File: src/rtl/bist_tx_pkg.sv
`timescale 1ns/1ps
package bist_tx_pkg;
  // Strobes from the flag control to the generator datapath
  typedef struct packed {
    logic load;     // park the generator at its seed
    logic advance;  // step the generator by one character
  } genStrobe_t;
endpackage

File: src/rtl/bist_tx_lfsr_dp.sv
`timescale 1ns/1ps
module bist_tx_lfsr_dp
  import bist_tx_pkg::*;
#(
  parameter int WIDTH  = 9,
  parameter int TAP_HI = 9,
  parameter int TAP_LO = 5,
  parameter logic [WIDTH-1:0] SEED = 9'h0A5
) (
  input  logic             clk,
  input  logic             rstN,
  input  genStrobe_t       strobe,
  output logic [WIDTH-1:0] charOut,
  output logic             zeroHit
);
  localparam logic [WIDTH-1:0] LOCK_STATE = {WIDTH{1'b1}};
  localparam int HI_IDX = TAP_HI - 1;
  localparam int LO_IDX = TAP_LO - 1;

  logic [WIDTH-1:0] lfsrQ;
  logic [WIDTH-1:0] lfsrNext;
  logic             feedback;

  // XNOR feedback keeps all-ones as the only excluded state
  assign feedback = ~(lfsrQ[HI_IDX] ^ lfsrQ[LO_IDX]);

  always_comb begin
    lfsrNext = lfsrQ;
    if (strobe.load)         lfsrNext = SEED;
    else if (strobe.advance) lfsrNext = {lfsrQ[WIDTH-2:0], feedback};
  end

  always_ff @(posedge clk or negedge rstN) begin
    if (!rstN) lfsrQ <= SEED;
    else       lfsrQ <= lfsrNext;
  end

  assign charOut = lfsrQ;
  assign zeroHit = (lfsrQ == '0);

  // lock-up state is never entered
  assert_no_lockup_R2: assert property (@(posedge clk) disable iff (!rstN)
    charOut != LOCK_STATE);

  // advancing shifts the register up by one position
  assert_shift_R2: assert property (@(posedge clk) disable iff (!rstN)
    strobe.advance && !strobe.load |=> charOut[WIDTH-1:1] == $past(charOut[WIDTH-2:0]));

  // a load strobe parks the generator at the seed
  assert_park_seed_R1: assert property (@(posedge clk) disable iff (!rstN)
    strobe.load |=> charOut == SEED);
endmodule

File: src/rtl/bist_tx_flag_ctrl.sv
`timescale 1ns/1ps
module bist_tx_flag_ctrl
  import bist_tx_pkg::*;
(
  input  logic       clk,
  input  logic       rstN,
  input  logic       bistEnN,
  input  logic       fifoBypass,
  input  logic       csN,
  input  logic       zeroHit,
  output genStrobe_t strobe,
  output logic       loopFlag,
  output logic       flagOe
);
  logic bistActive;
  logic loopHit;
  logic csSampledQ;
  logic stickyQ;
  logic stickyNext;
  logic dynQ;

  assign bistActive = !bistEnN;
  assign loopHit    = bistActive && zeroHit;

  always_comb begin
    strobe         = '0;
    strobe.load    = !bistActive;
    strobe.advance = bistActive;
  end

  // Sticky latch: a new completion wins over a clearing read
  always_comb begin
    if (!bistActive || fifoBypass) stickyNext = 1'b0;
    else if (loopHit)              stickyNext = 1'b1;
    else if (csSampledQ)           stickyNext = 1'b0;
    else                           stickyNext = stickyQ;
  end

  always_ff @(posedge clk or negedge rstN) begin
    if (!rstN) begin
      csSampledQ <= 1'b0;
      stickyQ    <= 1'b0;
      dynQ       <= 1'b0;
    end else begin
      csSampledQ <= !csN;
      stickyQ    <= stickyNext;
      dynQ       <= loopHit && fifoBypass;
    end
  end

  assign flagOe   = csSampledQ;
  assign loopFlag = fifoBypass ? dynQ : stickyQ;

  // a completion in FIFO mode raises the flag next clock
  assert_loop_sets_R3: assert property (@(posedge clk) disable iff (!rstN)
    !bistEnN && zeroHit && !fifoBypass |=> loopFlag);

  // an unread flag in FIFO mode is held
  assert_sticky_hold_R5: assert property (@(posedge clk) disable iff (!rstN)
    !fifoBypass && !bistEnN && loopFlag && !flagOe |=> fifoBypass || loopFlag);

  // a read without a coincident completion clears the flag
  assert_read_clears_R6: assert property (@(posedge clk) disable iff (!rstN)
    !fifoBypass && !bistEnN && flagOe && !zeroHit |=> !loopFlag);

  // in bypass mode the flag lasts one cycle
  assert_bypass_pulse_R7: assert property (@(posedge clk) disable iff (!rstN)
    fifoBypass && loopFlag |=> !loopFlag);

  // driver enable follows the sampled chip select
  assert_oe_on_R8: assert property (@(posedge clk) disable iff (!rstN)
    !csN |=> flagOe);
  assert_oe_off_R8: assert property (@(posedge clk) disable iff (!rstN)
    csN |=> !flagOe);

  // leaving test mode clears the flag
  assert_idle_clear_R9: assert property (@(posedge clk) disable iff (!rstN)
    bistEnN |=> !loopFlag);
endmodule

File: src/rtl/bist_tx_pattern_gen.sv
`timescale 1ns/1ps
module bist_tx_pattern_gen
  import bist_tx_pkg::*;
#(
  parameter int WIDTH  = 9,
  parameter int TAP_HI = 9,
  parameter int TAP_LO = 5,
  parameter logic [WIDTH-1:0] SEED = 9'h0A5
) (
  input  logic             clk,
  input  logic             rstN,
  input  logic             bistEnN,
  input  logic             fifoBypass,
  input  logic             csN,
  output logic [WIDTH-1:0] charOut,
  output logic             loopFlag,
  output logic             flagOe
);
  genStrobe_t genStrobe;
  logic       zeroHit;

  bist_tx_flag_ctrl u_ctrl (
    .clk        (clk),
    .rstN       (rstN),
    .bistEnN    (bistEnN),
    .fifoBypass (fifoBypass),
    .csN        (csN),
    .zeroHit    (zeroHit),
    .strobe     (genStrobe),
    .loopFlag   (loopFlag),
    .flagOe     (flagOe)
  );

  bist_tx_lfsr_dp #(
    .WIDTH  (WIDTH),
    .TAP_HI (TAP_HI),
    .TAP_LO (TAP_LO),
    .SEED   (SEED)
  ) u_dp (
    .clk     (clk),
    .rstN    (rstN),
    .strobe  (genStrobe),
    .charOut (charOut),
    .zeroHit (zeroHit)
  );
endmodule

File: config.mk
export PLATFORM = sky130hd
export DESIGN_NAME = bist_tx_pattern_gen
export DESIGN_NICKNAME = d
export VERILOG_FILES = /design/src/rtl/bist_tx_pkg.sv /design/src/rtl/bist_tx_lfsr_dp.sv /design/src/rtl/bist_tx_flag_ctrl.sv /design/src/rtl/bist_tx_pattern_gen.sv
export SDC_FILE = /design/constraint.sdc
export NUM_CORES = 1
export LEC_CHECK = 0
export ABC_AREA = 1
export BUFFER_PORTS_ARGS = -buffer_cell sky130_fd_sc_hd__buf_4
export CAP_MARGIN = 20
export CORE_AREA = 2 2 39 41
export CTS_CLUSTER_SIZE = 20
export DETAILED_ROUTE_END_ITERATION = 7
export DIE_AREA = 0 0 41 43
export MAX_ROUTING_LAYER = met4
export PLACE_DENSITY = 0.54
export SYNTH_ARGS = -nofsm -noshare
export SYNTH_HDL_FRONTEND = slang
export SYNTH_SLANG_ARGS = --single-unit
File: constraint.sdc
create_clock -name clk -period 2 [get_ports clk]
set_input_delay 0.1 -clock clk [delete_from_list [all_inputs] [get_ports clk]]
set_output_delay 0.1 -clock clk [all_outputs]
set_load 0.1 [all_outputs]
# == Word-level counts from Yosys, hierarchy flattened ==
# Cells that the tools add are included.
# totals
ff_bits,12
out_inout_bits,11
word_cells,18
# classes
muxes,5
bitwise,2
n_reduce_logical,7
# ops
op,count
logical NOT 9 bit,1
2-to-1 mux 9 bit,1
2-to-1 mux 1 bit,4
nonzero test 3 bit,1
logical AND 1 bit,2
logical NOT 1 bit,2
logical OR 1 bit,1
NOT 1 bit,1
XOR 1 bit,1

# == Logic depth before layout (Yosys ltp) ==
# Gate-level depths: netlist (run 1).
# depth
word_depth,4
mapped_depth,5

# == Hierarchy ==
# Synthesis (run 1) repeated with hierarchy kept, for this count alone.
# hier_totals
cells_unflattened,66
area_unflattened_um2,564.3
# modules_own_cells
mod,instances,cells_per_inst,area_per_inst_um2,seq_area_each_um2
bist_tx_lfsr_dp,1,48,422.9,230.2
bist_tx_flag_ctrl,1,18,141.4,75.1

# == Least setup slack after synthesis (run 1) ==
# OpenSTA, ideal clock, no wires.
# synth_path
path_kind,register to output
start,register u_ctrl.stickyQ
end,output loopFlag
arrival_time_ps,2445
required_time_ps,1900
setup_slack_ps,-545
stages_incl_launch_ff,3
cell_sequence,dfrtp_1 -> inv_1 -> o21ai_0
# synth_via
elab_chain_cells,1
# synth_lines
element,line,source
start: declaration,bist_tx_flag_ctrl.sv:18,logic stickyQ;
start signal: assignment,bist_tx_flag_ctrl.sv:46,stickyQ <= stickyNext;
2-to-1 mux 1 bit,bist_tx_flag_ctrl.sv:52,assign loopFlag = fifoBypass ? dynQ : stickyQ;
end: declaration,bist_tx_pattern_gen.sv:16,"output logic loopFlag,"
# Every way passes these cells.

# == Worst setup path after layout (run 1) ==
# layout_path
start,register u_dp.lfsrQ[0] (netlist: u_dp.charOut[0])
end,output charOut[0]
# layout_rtl
element,line,source
start: declaration,bist_tx_lfsr_dp.sv:20,logic [WIDTH-1:0] lfsrQ;
start signal: assignment,bist_tx_lfsr_dp.sv:35,else lfsrQ <= lfsrNext;
end: declaration,bist_tx_pattern_gen.sv:15,"output logic [WIDTH-1:0] charOut,"
# No word-level cell between the ends.

==> results.json, run 1 <==
{
  "powerDensity_nw_per_um2": 962,
  "reg2regPathDepth": 5,
  "syn_area_um2": 455,
  "rrSetupSlack_ns": 1.02,
  "track_usage": 0.121,
  "r2r_end": "u_ctrl.stickyQ",
  "cts_root_buf": "clkbuf_4",
  "rows": 14,
  "yosysWarnings": 0,
  "dpl_worst_slack_ns": 1.04,
  "final_antenna_net_count": 0,
  "critPathMaxStageDelay_ns": 0.56,
  "overflow": 0,
  "vdd_ir_drop_max_mv": 0.418,
  "setup_viol": 0,
  "path_cells": "buf_4",
  "nets": 72,
  "syn_area_per_cell_um2": 9.90,
  "required_ns": 1.90,
  "antenna_found_initial": 0,
  "die_area_um2": 1760,
  "finalMaxSlewViolations": 0,
  "rsz0062_at_grt": "no",
  "crit_buf_inv": 1,
  "first_pass_iters": 4,
  "worst_pin_slew_ns": 0.280,
  "p_sw_frac": 0.339,
  "arrival_ns": 1.11,
  "drcViolationCount": 0,
  "cts.clk_slew.worst_paths_ns": 0.07,
  "cts_tree": "done",
  "crit_cells": 1,
  "report.final.hold_viol_count": 0,
  "crit_fanout": 3,
  "ys_ff_latch": 12,
  "crit_start": "u_dp.charOut[0]",
  "period_share": 0.605,
  "seq_area_frac_synth": 0.670,
  "routed_wl_um": 838,
  "final_cell_mix": "15 x buf_4, 12 x nor2_1, 9 x inv_1",
  "core-area_um2": 1380,
  "power_frac_seq": 0.443,
  "final_common_cell": "buf_4",
  "post_drt_via_cell_ratio": 4.34,
  "timing.rr.start": "u_dp.charOut[0]",
  "postSynthCellCount": 46,
  "start_util": 0.329,
  "hpwl_um": 615,
  "power_w": 0.000609,
  "cellLeakagePower_nw": 0.331,
  "antenna_cells": 0,
  "cp-endpoint": "charOut[0]",
  "die_h_um": 43,
  "fin_skew_ns": 0.00159,
  "cts_made_buffers": 3,
  "dr.first_iter.drc_count": 5,
  "ioPinCount": 16,
  "hold_class": "in2reg",
  "cts_num_sinks": 12,
  "maxCapViolCount": 0,
  "gp_congestion": 0.658,
  "first_global_vias": 320,
  "syn2layout_area_growth_pct": 39.0,
  "switchingPower_w": 0.000207,
  "grt_pass1_wl_um": 1310,
  "grt_max_degree": 13,
  "worst_skew_pair.late_latency_ns": 0.26,
  "slew_headroom": 0.815,
  "syn_nets": 51,
  "min-delay-start": "bistEnN",
  "power.internal_w": 0.000403,
  "slowest_stage": "dfstp_2",
  "cp-start-kind": "flop",
  "post-route-util": 0.458,
  "cts_htree_levels": 1,
  "crit_family": "flip-flops",
  "cts.path.max_buffers": 2,
  "io_buffer_count": 15,
  "die_x_um": 41,
  "synth_cell_type_count": 12,
  "p_comb_frac": 0.255,
  "critPathCaptureType": "output pin",
  "status": "finished, final reports clean",
  "holdWs_ns": 0.0676,
  "p_clk_frac": 0.302,
  "layout_setup_ws_ns": 0.790,
  "fmax_mhz": 827,
  "wl_per_cell_um": 10.2,
  "layout_min_cycle_time_ns": 1.21,
  "dr_total_vias": 356,
  "setup_tns_ns": 0,
  "layout-drive-gt1-share": 0.379,
  "cts_resized": 0,
  "critPathKind": "reg2out"
}
power groups by stage:
stage,Combinational [W],Clock [W],Sequential [W]
global placement,0.000152,0,0.000274
global route,0.000162,0.000204,0.000272
detailed placement,0.000153,0,0.000275
finish,0.000155,0.000184,0.000270
floorplan,0.0000187,0,0.000373
CTS,0.000156,0.000193,0.000271
per-stage QoR:
step | cells | instance area, µm²
global route | 82 | 633
finish | 82 | 633
CTS | 82 | 633
floorplan | 46 | 455
detailed placement | 76 | 577
global placement | 76 | 577
logic make-up (layout without fill, tap and decap cells):
logic type,count (synthesis),in the layout,synth area share
AO/OA/AOI/OAI,3,3,0.0330
flip-flops,12,12,0.670
buffers and inverters,10,30,0.0989
AND/OR/NAND/NOR,21,21,0.198
synthesized netlist by cell type, drive strengths merged:
master | instances | area share
dfstp | 4 | 0.23
nor3 | 1 | 0.011
a21oi | 1 | 0.011
o21ai | 2 | 0.022
nand2 | 3 | 0.025
nand3 | 2 | 0.022
dfrtp | 8 | 0.44
buf | 1 | 0.025
inv | 9 | 0.074
nor2 | 12 | 0.099
or2 | 3 | 0.041
registers in the layout, indices dropped and copies added (netlist names):
register / flops
u_dp.charOut: 9
u_ctrl.dynQ: 1
u_ctrl.flagOe: 1
u_ctrl.stickyQ: 1
per-layer routing:
metal  part of all wire  track usage  routed length (µm)
met3              0.073       0.0314                  61
met4              0.014        0.100                  12
met5                  0            -                   0
met1               0.42        0.145                 350
met2               0.49        0.163                 413
area by class of cell:
class	count	area, µm²
Clock buffer	4	36.3
Fill cell	152	751
Inverter	9	33.8
Multi-Input combinational cell	24	105
Sequential cell	12	305
Tap cell	16	20.0
Timing Repair Buffer	17	133
repair_timing:
action / 4_1_cts / 5_1_grt
setup endpoints to repair: 0 / 0
hold buffers: 2 / 0
hold endpoints to repair: 13 / 0
setup buffers: 0 / 0
worst min path at each step:
stage / to / slack (ns) / cells after the start
2_1_floorplan: u_ctrl.dynQ / -0.20 / 0
3_3_place_gp: u_dp.charOut[6] / -0.05 / 1
3_5_place_dp: u_dp.charOut[8] / -0.05 / 1
4_1_cts: u_dp.charOut[1] / 0.06 / 2
5_1_grt: u_dp.charOut[4] / 0.07 / 2
6_report: u_dp.charOut[1] / 0.07 / 2
Note: power is estimated with default switching activity, not from simulation.
==> run 2: changes to the inputs <==
Settings changed: PLACE_DENSITY 0.54 to 0.57.
Clock period 2 ns to 1.1 ns, I/O delays scaled along.
==> run 2 against run 1 <==
  * The flow now finishes with violations (setup timing)
  * Non-clock buffer count did not move
  * Register-to-register slack got worse by 0.98 ns
  * Sequential share of layout area fell by 2.7 points
  * Global-route usage rose by 0.64 points
  * Die area did not move
  * Cell count did not move
  * Combinational power rose by 100%
  * Core utilization rose by 6.2 points
  * Sequential cell count did not move
  * Via count fell by 2.5%
  * Power rose by 78%
  * Largest cell class unchanged
==> results.json, run 2 (synthesis gave the netlist of run 1 again) <==
{
  "status": "finished, violations left",
  "violations": "setup timing",
  "p_clk_frac": 0.248,
  "report.final.hold_viol_count": 0,
  "maxCapViolCount": 0,
  "grt_pass1_wl_um": 1480,
  "rows": 14,
  "design_area_um2": 719,
  "ioPinCount": 16,
  "antenna_cells": 0,
  "powerDensity_nw_per_um2": 1510,
  "routed_wl_um": 919,
  "min-delay-start": "bistEnN",
  "cts_htree_levels": 1,
  "crit_family": "flip-flops",
  "layout-drive-gt1-share": 0.500,
  "layout_setup_ws_ns": -0.0352,
  "overflow": 0,
  "place_area_um2": 611,
  "postCtsSetupBuffers": 0,
  "power.internal_w": 0.000706,
  "cts.clk_slew.worst_paths_ns": 0.08,
  "cp-start-kind": "flop",
  "required_ns": 1.04,
  "die_h_um": 43,
  "cts_root_buf": "clkbuf_4",
  "final_cell_mix": "12 x nor2_1, 10 x buf_4, 7 x inv_1",
  "layout.cells.non_filler": 82,
  "fmax_mhz": 881,
  "crit_buf_inv": 1,
  "path_cells": "buf_12",
  "wl_per_cell_um": 11.2,
  "final_common_cell": "nor2_1",
  "hold_class": "in2reg",
  "start_util": 0.329,
  "post_drt_via_cell_ratio": 4.23,
  "die_x_um": 41,
  "dp_cells": 76,
  "grt_max_degree": 13,
  "p_sw_frac": 0.349,
  "crit_fanout": 3,
  "period_share": 1.03,
  "cellLeakagePower_nw": 0.344,
  "cts_num_sinks": 12,
  "min_to": "u_dp.charOut[4]",
  "reg2regPathDepth": 5,
  "slowest_stage": "dfstp_4",
  "core-area_um2": 1380,
  "critPathMaxStageDelay_ns": 0.64,
  "arrival_ns": 1.08,
  "layout_min_cycle_time_ns": 1.14,
  "die_area_um2": 1760,
  "final_antenna_net_count": 0,
  "setup_viol": 4,
  "nets": 72,
  "n_fill_cell": 131,
  "hold_depth": 2,
  "cts.path.max_buffers": 2,
  "hpwl_um": 697,
  "critPathKind": "reg2out",
  "drcViolationCount": 0,
  "worst_pin_slew_ns": 0.279,
  "timing.rr.start": "u_dp.charOut[7]",
  "cts_made_buffers": 3,
  "r2r_end": "u_ctrl.stickyQ",
  "largest_register_ffs": 9,
  "power_frac_seq": 0.467,
  "gp_congestion": 0.638,
  "switchingPower_w": 0.000379,
  "cts_tree": "done",
  "rsz0062_at_grt": "yes",
  "fin_skew_ns": 0.0109,
  "worst_skew_pair.late_latency_ns": 0.26,
  "antenna_found_initial": 0,
  "track_usage": 0.128,
  "vdd_ir_drop_max_mv": 0.857,
  "first_pass_iters": 2,
  "dr.first_iter.drc_count": 1,
  "first_global_vias": 343,
  "io_buffer_count": 15,
  "setup_tns_ns": -0.118,
  "slew_headroom": 0.815,
  "p_comb_frac": 0.285,
  "syn2layout_area_growth_pct": 58.0,
  "rrSetupSlack_ns": 0.04,
  "dr_total_vias": 347,
  "finalMaxSlewViolations": 0,
  "critPathCaptureType": "output pin"
}
run 2: cell count changes in the layout (fill, tap and decap cells not counted), moves of 2 or more:
cell | previous run | this run
buf_12 | 0 | 5
buf_4 | 15 | 10
dfrtp_1 | 8 | 2
dfrtp_2 | 0 | 6
dfstp_2 | 4 | 0
dfstp_4 | 0 | 4
inv_1 | 9 | 7
inv_2 | 0 | 2
run 2: layout make-up:
type / count / area [µm²] / share of cell area
Timing Repair Buffer: 17 / 195 / 0.271
Multi-Input combinational cell: 24 / 116 / 0.162
Sequential cell: 12 / 328 / 0.456
Tap cell: 16 / 20.0 / 0.0278
Inverter: 9 / 33.8 / 0.0470
Clock buffer: 4 / 26.3 / 0.0365
run 2: power groups by stage:
stage	clock network, W	logic (W)	registers (W)
after global placement	0	0.000279	0.000507
after floorplan	0	0.0000337	0.000689
after detailed placement	0	0.000281	0.000509
after global routing	0.000302	0.000324	0.000511
final	0.000269	0.000310	0.000507
after CTS	0.000283	0.000313	0.000507
run 2: metal layers:
| layer | vias to the layer above | GRT usage | part of all wire | wire, µm |
|---|---|---|---|---|
| li1 | 175 | - | - | - |
| met1 | 163 | 0.163 | 0.43 | 396 |
| met2 | 9 | 0.191 | 0.51 | 473 |
| met3 | 0 | 0.0524 | 0.053 | 49 |
| met4 | 0 | 0.0200 | 0 | 0 |
| met5 | - | - | 0 | 0 |
run 2: per-stage QoR:
step                      utilization  power, W  worst slack, ns  hold slack (ns)
after floorplan                     -  0.000722           -0.109           -0.241
after global placement          0.441  0.000786           0.0898          -0.0995
after detailed placement        0.441  0.000789           0.0724          -0.0971
after CTS                       0.514   0.00110          -0.0479          0.00194
after global routing            0.520   0.00114          -0.0668          0.00863
final                           0.520   0.00109          -0.0352          0.00948
run 2: repair_timing:
item | CTS | global route
resized for setup | 13 | 2
hold buffers | 2 | 0
hold endpoints to repair | 13 | 0
endpoints found under the setup margin | 5 | 6
pin swaps | 0 | 1
run 2: worst max path at each step:
stage	from	cells past startpoint	to
global placement	u_dp.charOut[0]	5	u_ctrl.stickyQ
CTS	u_dp.charOut[0]	1	charOut[0]
detailed placement	u_dp.charOut[0]	5	u_ctrl.stickyQ
finish	u_dp.charOut[0]	1	charOut[0]
floorplan	u_dp.charOut[0]	5	u_ctrl.stickyQ
global route	u_dp.charOut[0]	1	charOut[0]
==> run 3: changes to the inputs <==
Settings changed: PLACE_DENSITY 0.57 to 0.54.
Clock period 1.1 ns to 1.12 ns, I/O delays scaled along.
==> run 3 against run 2 <==
  * The flow still finishes with violations (setup timing)
  * Critical path type unchanged
  * Critical endpoint is now charOut[2]
  * Cell count did not move
  * Core utilization rose by 0.72 points
  * Sequential cell count did not move
  * Count of clock-buffer cells in the layout did not move
  * Sequential share of layout area fell by 0.63 points
  * Combinational power fell by 2%
  * Critical path depth did not move
  * Final area rose by 1.4%
==> results.json, run 3 (synthesis gave the netlist of run 1 again) <==
{
  "first_pass_iters": 4,
  "dpl_worst_slack_ns": 0.104,
  "cts_tree": "done",
  "hpwl_um": 601,
  "slew_headroom": 0.816,
  "arrival_ns": 1.08,
  "cts_made_buffers": 3,
  "rsz0062_at_grt": "yes",
  "routed_wl_um": 865,
  "status": "finished, violations left",
  "layout-drive-gt1-share": 0.515,
  "maxCapViolCount": 0,
  "io_buffer_count": 15,
  "setup_viol": 4,
  "required_ns": 1.06,
  "die_x_um": 41,
  "dr_total_vias": 358,
  "cellLeakagePower_nw": 0.350,
  "grt_max_degree": 13,
  "track_usage": 0.121,
  "core-area_um2": 1380,
  "report.final.hold_viol_count": 0,
  "overflow": 0,
  "gp_congestion": 0.647,
  "fmax_mhz": 878,
  "dr.first_iter.drc_count": 2,
  "ioPinCount": 16,
  "post-route-util": 0.527,
  "final_cell_mix": "12 x nor2_1, 10 x buf_4, 7 x inv_1",
  "first_global_vias": 349,
  "layout_min_cycle_time_ns": 1.14,
  "syn2layout_area_growth_pct": 60.2,
  "die_h_um": 43,
  "vdd_ir_drop_max_mv": 0.696,
  "critPathKind": "reg2out",
  "slowest_stage": "dfstp_4",
  "critPathCaptureType": "output pin",
  "worst_skew_pair.late_latency_ns": 0.26,
  "cts.clk_slew.worst_paths_ns": 0.07,
  "cts_root_buf": "clkbuf_4",
  "drcViolationCount": 0,
  "rows": 14,
  "critPathMaxStageDelay_ns": 0.64,
  "crit_family": "flip-flops",
  "nets": 72,
  "wl_per_cell_um": 10.5,
  "layout_setup_ws_ns": -0.0187,
  "period_share": 1.02,
  "path_cells": "buf_12",
  "antenna_found_initial": 0,
  "fin_skew_ns": 0.00171,
  "final_antenna_net_count": 0,
  "layout.cells.non_filler": 82,
  "crit_buf_inv": 1,
  "die_area_um2": 1760,
  "cp-start-kind": "flop",
  "hold_class": "in2reg",
  "start_util": 0.329,
  "worst_pin_slew_ns": 0.279,
  "post_drt_via_cell_ratio": 4.37,
  "dp_cells": 76,
  "final_common_cell": "nor2_1",
  "cts_num_sinks": 12,
  "antenna_cells": 0,
  "grt_pass1_wl_um": 1330,
  "powerDensity_nw_per_um2": 1550,
  "cts_htree_levels": 1,
  "cts.path.max_buffers": 2,
  "largest_register_ffs": 9,
  "crit_fanout": 3,
  "violations": "setup timing",
  "finalMaxSlewViolations": 0
}
==> run 3: cell counts in the layout (fill, tap and decap cells not counted) <==
No cell type changed its count.
==> run 3: worst register-to-register path, stage by stage, from the launching register on <==
cell and delay, ns:
dfstp_4 0.64, nor2_1 0.04, nand3_1 0.09, nor2_1 0.05, nor2_1 0.08, nor2_1 0.04
==> run 3: where the power goes <==
group          internal [W]  leakage (nW)  switching (W)
sequential         0.000473         0.138      0.0000238
clock              0.000197        0.0210       0.000136
combinational     0.0000832         0.190       0.000221
total              0.000754         0.350       0.000380
==> run 3: layer usage <==
layer	routed length (µm)	GRT usage
met1	379	0.143
met3	60	0.0314
met5	0	-
met2	417	0.175
met4	8	0.0800
==> run 3: path summary, 6_finish.rpt <==
check	start	end	slack (ns)	cells past startpoint
worst max-delay path	u_dp.charOut[2]	charOut[2]	-0.02	1
worst min-delay path	bistEnN	u_dp.charOut[3]	0.01	2
worst max register to register	u_dp.charOut[0]	u_ctrl.stickyQ	0.08	5
worst min register to register	u_dp.charOut[4]	u_dp.charOut[0]	0.47	1
max in group asynchronous	rstN	u_dp.charOut[0]	0.74	2
min in group asynchronous	rstN	u_ctrl.stickyQ	0.16	2
==> run 3: timing repair <==
action | in CTS | in global routing
endpoints found under the setup margin | 5 | 5
hold buffers | 2 | 0
cloned | 0 | 0
setup buffers | 0 | 0
hold endpoints to repair | 13 | 0
resized for setup | 13 | 2
==> run 3: layout make-up <==
class,instances,area [µm²]
well taps,16,20.0
inverters,9,33.8
clock buffers,4,36.3
multi-input cells,24,116
fillers,133,654
repair buffers,17,195
flip-flops and latches,12,328
==> run 3: metrics by stage <==
step / hold WS [ns] / TNS [ns] / cell area [µm²] / power, W
3_3_place_gp: -0.0978 / 0 / 611 / 0.000772
2_1_floorplan: -0.240 / -0.0894 / 489 / 0.000709
6_report: 0.0121 / -0.0430 / 729 / 0.00113
5_1_grt: 0.00484 / -0.158 / 729 / 0.00118
3_5_place_dp: -0.0986 / 0 / 611 / 0.000773
4_1_cts: 0.00264 / -0.111 / 721 / 0.00115
